`config.mk`:
```
export PLATFORM = sky130hd
export DESIGN_NAME = cavity_guard
export DESIGN_NICKNAME = d
export VERILOG_FILES = /design/src/rtl/cavity_guard_pkg.sv /design/src/rtl/cavity_guard_dp.sv /design/src/rtl/cavity_guard_ctl.sv /design/src/rtl/cavity_guard.sv
export SDC_FILE = /design/constraint.sdc
export NUM_CORES = 2
export LEC_CHECK = 0
export BUFFER_PORTS_ARGS = -buffer_cell sky130_fd_sc_hd__buf_4
export CORE_MARGIN = 4
export CORE_UTILIZATION = 60
export CTS_CLUSTER_DIAMETER = 50
export DETAILED_ROUTE_END_ITERATION = 12
export PLACE_DENSITY_LB_ADDON = 0.1
export SLEW_MARGIN = 25
export SYNTH_ARGS = -nofsm -noshare
export SYNTH_HDL_FRONTEND = slang
export SYNTH_HIERARCHICAL = 1
export SYNTH_SLANG_ARGS = --single-unit
```
`constraint.sdc`:
```
create_clock -name clk -period 9.9 [get_ports clk]
set_input_delay 0.99 -clock clk [delete_from_list [all_inputs] [get_ports clk]]
set_output_delay 0.99 -clock clk [all_outputs]
set_load 0.01 [all_outputs]
```
`src/rtl/cavity_guard_pkg.sv`:
```
package cavity_guard_pkg;
  localparam int NumFaults   = 3;
  localparam int FaultPower  = 0;
  localparam int FaultOpen   = 1;
  localparam int FaultClosed = 2;

  typedef struct packed {
    logic closedQuench;
    logic openQuench;
    logic overPower;
  } tripStrobes_t;
endpackage

```
`src/rtl/cavity_guard_dp.sv`:
```
module cavity_guard_dp
  import cavity_guard_pkg::*;
#(
  parameter int IqWidth    = 16,
  parameter int PwrWidth   = 32,
  parameter int AmpWidth   = 16,
  parameter int RatioWidth = 16,
  parameter int RatioFrac  = 15
) (
  input  logic                       clk,
  input  logic                       rstN,
  input  logic signed [IqWidth-1:0]  driveI,
  input  logic signed [IqWidth-1:0]  driveQ,
  input  logic [PwrWidth-1:0]        fwdPower,
  input  logic [PwrWidth-1:0]        reflPower,
  input  logic [RatioWidth-1:0]      reflRatio,
  input  logic [2*IqWidth-1:0]       powerLimit,
  input  logic [AmpWidth-1:0]        cavAmp,
  input  logic [AmpWidth-1:0]        ampRef,
  input  logic                       closedLoop,
  input  logic                       preTune,
  output tripStrobes_t               trip
);
  localparam int SqWidth     = 2 * IqWidth;
  localparam int ProdWidth   = PwrWidth + RatioWidth;
  localparam int ScaledWidth = ProdWidth - RatioFrac;
  localparam int AmpScWidth  = AmpWidth + 3;

  logic signed [SqWidth-1:0] sqI, sqQ;
  logic [SqWidth-1:0]        sumSq;
  logic [ProdWidth-1:0]      fwdProd;

  logic                   validQ;
  logic [SqWidth-1:0]     pwrQ, limitQ;
  logic [PwrWidth-1:0]    reflQ;
  logic [ScaledWidth-1:0] fwdScQ;
  logic [AmpScWidth-1:0]  ampX5Q, refX4Q;
  logic                   closedQ, preTuneQ;

  always_comb begin
    sqI     = driveI * driveI;
    sqQ     = driveQ * driveQ;
    sumSq   = $unsigned(sqI) + $unsigned(sqQ);
    fwdProd = ProdWidth'(fwdPower) * ProdWidth'(reflRatio);
  end

  always_ff @(posedge clk) begin
    if (!rstN) begin
      validQ   <= 1'b0;
      pwrQ     <= '0;
      limitQ   <= '0;
      reflQ    <= '0;
      fwdScQ   <= '0;
      ampX5Q   <= '0;
      refX4Q   <= '0;
      closedQ  <= 1'b0;
      preTuneQ <= 1'b0;
    end else begin
      validQ   <= 1'b1;
      pwrQ     <= sumSq;
      limitQ   <= powerLimit;
      reflQ    <= reflPower;
      fwdScQ   <= ScaledWidth'(fwdProd >> RatioFrac);
      ampX5Q   <= AmpScWidth'(cavAmp) + (AmpScWidth'(cavAmp) << 2);
      refX4Q   <= AmpScWidth'(ampRef) << 2;
      closedQ  <= closedLoop;
      preTuneQ <= preTune;
    end
  end

  always_comb begin
    trip.overPower    = validQ && (pwrQ >= limitQ);
    trip.openQuench   = validQ && !closedQ && (ScaledWidth'(reflQ) > fwdScQ);
    trip.closedQuench = validQ && closedQ && !preTuneQ && (ampX5Q < refX4Q);
  end

  // a sum of two squares of signed operands never exceeds 2^(SqWidth-1)
  assert_sq_bound_R2: assert property (@(posedge clk) disable iff (!rstN)
    validQ |-> (pwrQ <= (SqWidth'(1) << (SqWidth - 1))));
endmodule

```
`src/rtl/cavity_guard_ctl.sv`:
```
module cavity_guard_ctl
  import cavity_guard_pkg::*;
(
  input  logic                 clk,
  input  logic                 rstN,
  input  tripStrobes_t         trip,
  input  logic [NumFaults-1:0] faultClear,
  output logic [NumFaults-1:0] faults,
  output logic                 driveCut,
  output logic                 refRestore
);
  logic [NumFaults-1:0] tripVec;
  logic [NumFaults-1:0] faultQ;

  always_comb begin
    tripVec              = '0;
    tripVec[FaultPower]  = trip.overPower;
    tripVec[FaultOpen]   = trip.openQuench;
    tripVec[FaultClosed] = trip.closedQuench;
  end

  always_ff @(posedge clk) begin
    if (!rstN) begin
      faultQ <= '0;
    end else begin
      for (int k = 0; k < NumFaults; k++) begin
        if (tripVec[k])         faultQ[k] <= 1'b1;
        else if (faultClear[k]) faultQ[k] <= 1'b0;
      end
    end
  end

  assign faults     = faultQ;
  assign driveCut   = |faultQ;
  assign refRestore = faultQ[FaultPower];

  for (genvar g = 0; g < NumFaults; g++) begin : g_faultChk
    // a set bit holds until its clear strobe
    assert_fault_hold_R8: assert property (@(posedge clk) disable iff (!rstN)
      (faultQ[g] && !faultClear[g]) |=> faultQ[g]);
    // a trip strobe sets its bit on the next edge, even against a clear
    assert_trip_sets_R10: assert property (@(posedge clk) disable iff (!rstN)
      tripVec[g] |=> faultQ[g]);
  end

  // no fault appears without a trip strobe
  assert_no_spurious_R9: assert property (@(posedge clk) disable iff (!rstN)
    (faultQ == '0 && tripVec == '0) |=> (faultQ == '0));
endmodule

```
`src/rtl/cavity_guard.sv`:
```
module cavity_guard
  import cavity_guard_pkg::*;
#(
  parameter int IqWidth    = 16,
  parameter int PwrWidth   = 32,
  parameter int AmpWidth   = 16,
  parameter int RatioWidth = 16,
  parameter int RatioFrac  = 15
) (
  input  logic                      clk,
  input  logic                      rstN,
  input  logic signed [IqWidth-1:0] driveI,
  input  logic signed [IqWidth-1:0] driveQ,
  input  logic [PwrWidth-1:0]       fwdPower,
  input  logic [PwrWidth-1:0]       reflPower,
  input  logic [RatioWidth-1:0]     reflRatio,
  input  logic [2*IqWidth-1:0]      powerLimit,
  input  logic [AmpWidth-1:0]       cavAmp,
  input  logic [AmpWidth-1:0]       ampRef,
  input  logic [AmpWidth-1:0]       refOrig,
  input  logic                      closedLoop,
  input  logic                      preTune,
  input  logic [NumFaults-1:0]      faultClear,
  output logic [NumFaults-1:0]      faults,
  output logic                      driveCut,
  output logic                      refRestore,
  output logic [AmpWidth-1:0]       refOut
);
  tripStrobes_t trip;

  cavity_guard_dp #(
    .IqWidth(IqWidth), .PwrWidth(PwrWidth), .AmpWidth(AmpWidth),
    .RatioWidth(RatioWidth), .RatioFrac(RatioFrac)
  ) dp_i (
    .clk(clk), .rstN(rstN), .driveI(driveI), .driveQ(driveQ),
    .fwdPower(fwdPower), .reflPower(reflPower), .reflRatio(reflRatio),
    .powerLimit(powerLimit), .cavAmp(cavAmp), .ampRef(ampRef),
    .closedLoop(closedLoop), .preTune(preTune), .trip(trip)
  );

  cavity_guard_ctl ctl_i (
    .clk(clk), .rstN(rstN), .trip(trip), .faultClear(faultClear),
    .faults(faults), .driveCut(driveCut), .refRestore(refRestore)
  );

  assign refOut = refRestore ? refOrig : ampRef;

  // a closed-loop quench fault only rises from closed-loop, non-pre-tune inputs
  assert_pretune_mask_R6: assert property (@(posedge clk) disable iff (!rstN)
    $rose(faults[FaultClosed]) |-> ($past(closedLoop, 2) && !$past(preTune, 2)));
endmodule

```
==> flow_metrics.tcl <==
set metrics [dict create \
    status "finished clean" \
    worst_pin_slew_ps 931.1 \
    die_h_um 264.7 \
    cts_buffer_depth 2 \
    worstPathMaxFanout 22 \
    path_cells "buf_4 > nand2_1 > inv_1 > fa_1 > fa_1 > inv_1 > fa_1 > inv_1 > fa_1 > fa_1 > fa_1 > fa_1 > inv_1 > fa_1 > inv_1 > ha_1 > and4_1 > a21o_1 > o41ai_2 > o21a_1 > o21bai_1 > a21oi_1 > xor2_1 > nor2_1" \
    worst-setup-path-type "primary input to register" \
    clk_pin_slew_ps 70 \
    rows 93 \
    insertion_delay_ps 450 \
    hold-worst-slack_ps 612.1 \
    startpoint_type "primary input" \
    die_x_um 264.7 \
    totalWireLength_mm 93.16 \
    post-cts-setup-buffers 0 \
    grt_setup_unrepaired "false" \
    slew_violations 0 \
    start_util_pct 60.99 \
    cts_sinks 168 \
    syn_area_per_cell_um2 9.389 \
    cts_buffers 17 \
    crit_buf_inv 6 \
    htree_levels 4 \
    grt_overflow 0 \
    synth_warnings 6 \
    fillCellCount 5390 \
    final_nets 5803 \
    ys_types 65 \
    path_delay_family "adder cells" \
    track_usage_pct 27.79 \
    holdCritPathClass "register to register" \
    period_share_pct 78.80 \
    fin_tns_setup_ps 0 \
    grt_pass1_vias 28969 \
    synthesis.area_um2 39530 \
    cts_tree "yes" \
    ant_nets 0 \
    hold_buffers 0 \
    ys_async_sr_fraction_pct 0 \
    area_delta_synth_final_pct 7.005 \
    max_freq_mhz 128.2 \
    required_ps 10210 \
    dr.first_iter.drc_count 1583 \
    hold_viol_final 0 \
    min_period_ps 7801 \
    synth_top_flop_cell "dfxtp_1" \
    slowest_stage "fa_1" \
    worstPathArrival_ps 8110 \
    crit_path_frequent_cell "fa_1" \
    critPathCaptureType "register" \
    coreArea_um2 64810 \
    ys_seq_area_share_pct 8.508 \
    ys_seq_elements 168 \
    drive_above_1_share_pct 6.713 \
    relSlewSlack_pct 37.45 \
    wl_per_cell_um 18.00 \
    setup_violations 0 \
    critPathMaxStageDelay_ps 590 \
    synth_edf_count 0 \
    antenna_found_initial 2 \
    synth_cells 4210 \
    grt_pass1_wl_mm 154.1 \
    globalplace.congestion 0.9505 \
    maxCapViolCount 0 \
    cts-resized-gates 0 \
    drt-pass1-iter-count 7 \
    cts-root-buf "clkbuf_16" \
    skew_ps 8.713 \
    portBuffers 219 \
    drc 0 \
    final_cell_mix "1123 x inv_1, 942 x fa_1, 555 x nand2_1" \
    vias 27215 \
    post-dp-hpwl_mm 78.04 \
    grt_max_degree 62 \
    final_common_cell "inv_1" \
    viasPerCell 5.258 \
    syn_nets 5706 \
    io_pins 220 \
    dieArea_um2 70050 \
]
Yosys cell counts, types with 4 or more instances:
cell,number,area share (%)
ha_1,355,11
o21ai_1,5,0.063
a211oi_1,10,0.19
or2_2,5,0.079
nor2_1,101,0.96
nand2_1,555,5.3
a21o_1,57,1.1
nand3_1,11,0.14
mux2i_1,7,0.18
xor2_1,29,0.64
and3_1,9,0.14
a211o_1,5,0.11
xnor2_1,55,1.2
a21oi_1,71,0.90
a31oi_1,7,0.11
nor2b_1,34,0.54
inv_1,1123,11
and2_1,319,5.0
mux2_2,8,0.23
fa_1,942,48
o21bai_1,9,0.17
nand2b_1,28,0.44
nor3_1,20,0.25
mux2_4,10,0.38
o21a_1,15,0.28
and4_1,6,0.13
or3_1,4,0.063
clkbuf_1,139,1.3
dfxtp_1,168,8.5
nand4_1,19,0.30
o21ai_0,40,0.51
stage by stage:
stage                     instances  area, um^2  setup slack (ps)  util [%]
after floorplan                4210       39530              2035         -
after global placement         5143       41690              1696     64.33
after detailed placement       5143       41700              1622     64.33
after CTS                      5175       42300              2107     65.26
after global routing           5175       42300              1684     65.26
final                          5176       42300              2099     65.26
path summary, 6_finish.rpt:
path,startpoint,to,slack (ps),depth (start not counted)
worst max-delay path,driveQ[15],dp_i/pwrQ[27],2100,24
worst min-delay path,ctl_i/faults[2],ctl_i/faults[2],610,2
worst min register to register,ctl_i/faults[2],ctl_i/faults[2],610,2
worst max register to register,dp_i/refX4Q[3],ctl_i/faults[2],7010,12
cells by family after synthesis:
kind of cell	count (synthesis)	share of synthesized area [%]
buf+inv	1267	12.10
fa+ha+maj	1297	58.94
compound gates	250	4.270
flops	168	8.508
mux	25	0.7850
simple gates	1119	13.53
xor+xnor	84	1.861
layout make-up:
cell class | instances | area (um^2) | area share [%]
clock buffer | 19 | 442.9 | 1.047
clock inverter | 13 | 157.7 | 0.3727
timing repair buffer | 221 | 1659 | 3.922
antenna | 1 | 2.502 | 0.005916
inverter | 1124 | 4219 | 9.975
tap | 855 | 1070 | 2.529
multi-input combinational | 2775 | 31380 | 74.19
sequential | 168 | 3364 | 7.954
state kept, by name (all words and copies together), names as in the netlist:
signal         flops
ctl_i/faults       3
dp_i/ampX5Q       17
dp_i/closedQ       1
dp_i/fwdScQ       33
dp_i/limitQ       32
dp_i/preTuneQ      1
dp_i/pwrQ         32
dp_i/refX4Q       16
dp_i/reflQ        32
dp_i/validQ        1
metal layers:
layer / share of wire (%) / global-route usage (%) / wire (um) / vias to the layer above
met5: 0.011 / 0 / 10 / -
met4: 1.6 / 5.040 / 1517 / 2
met3: 9.0 / 6.571 / 8387 / 111
met2: 44 / 42.02 / 41210 / 855
met1: 45 / 41.95 / 42040 / 13820
li1: - / - / - / 12427
worst reg2reg max path, cell delays in order, from the launching register on:
cell,delay (ps)
dfxtp_1,320
inv_1,40
ha_1,260
a21o_1,160
a21o_1,170
a21o_1,180
a21o_1,210
a21o_1,180
a2111oi_0,510
o21ai_0,180
a21o_1,200
a41oi_1,270
o21a_1,160
Power is not shown: default switching activity piles up to over one toggle a cycle in this logic, so the estimate is an artifact.
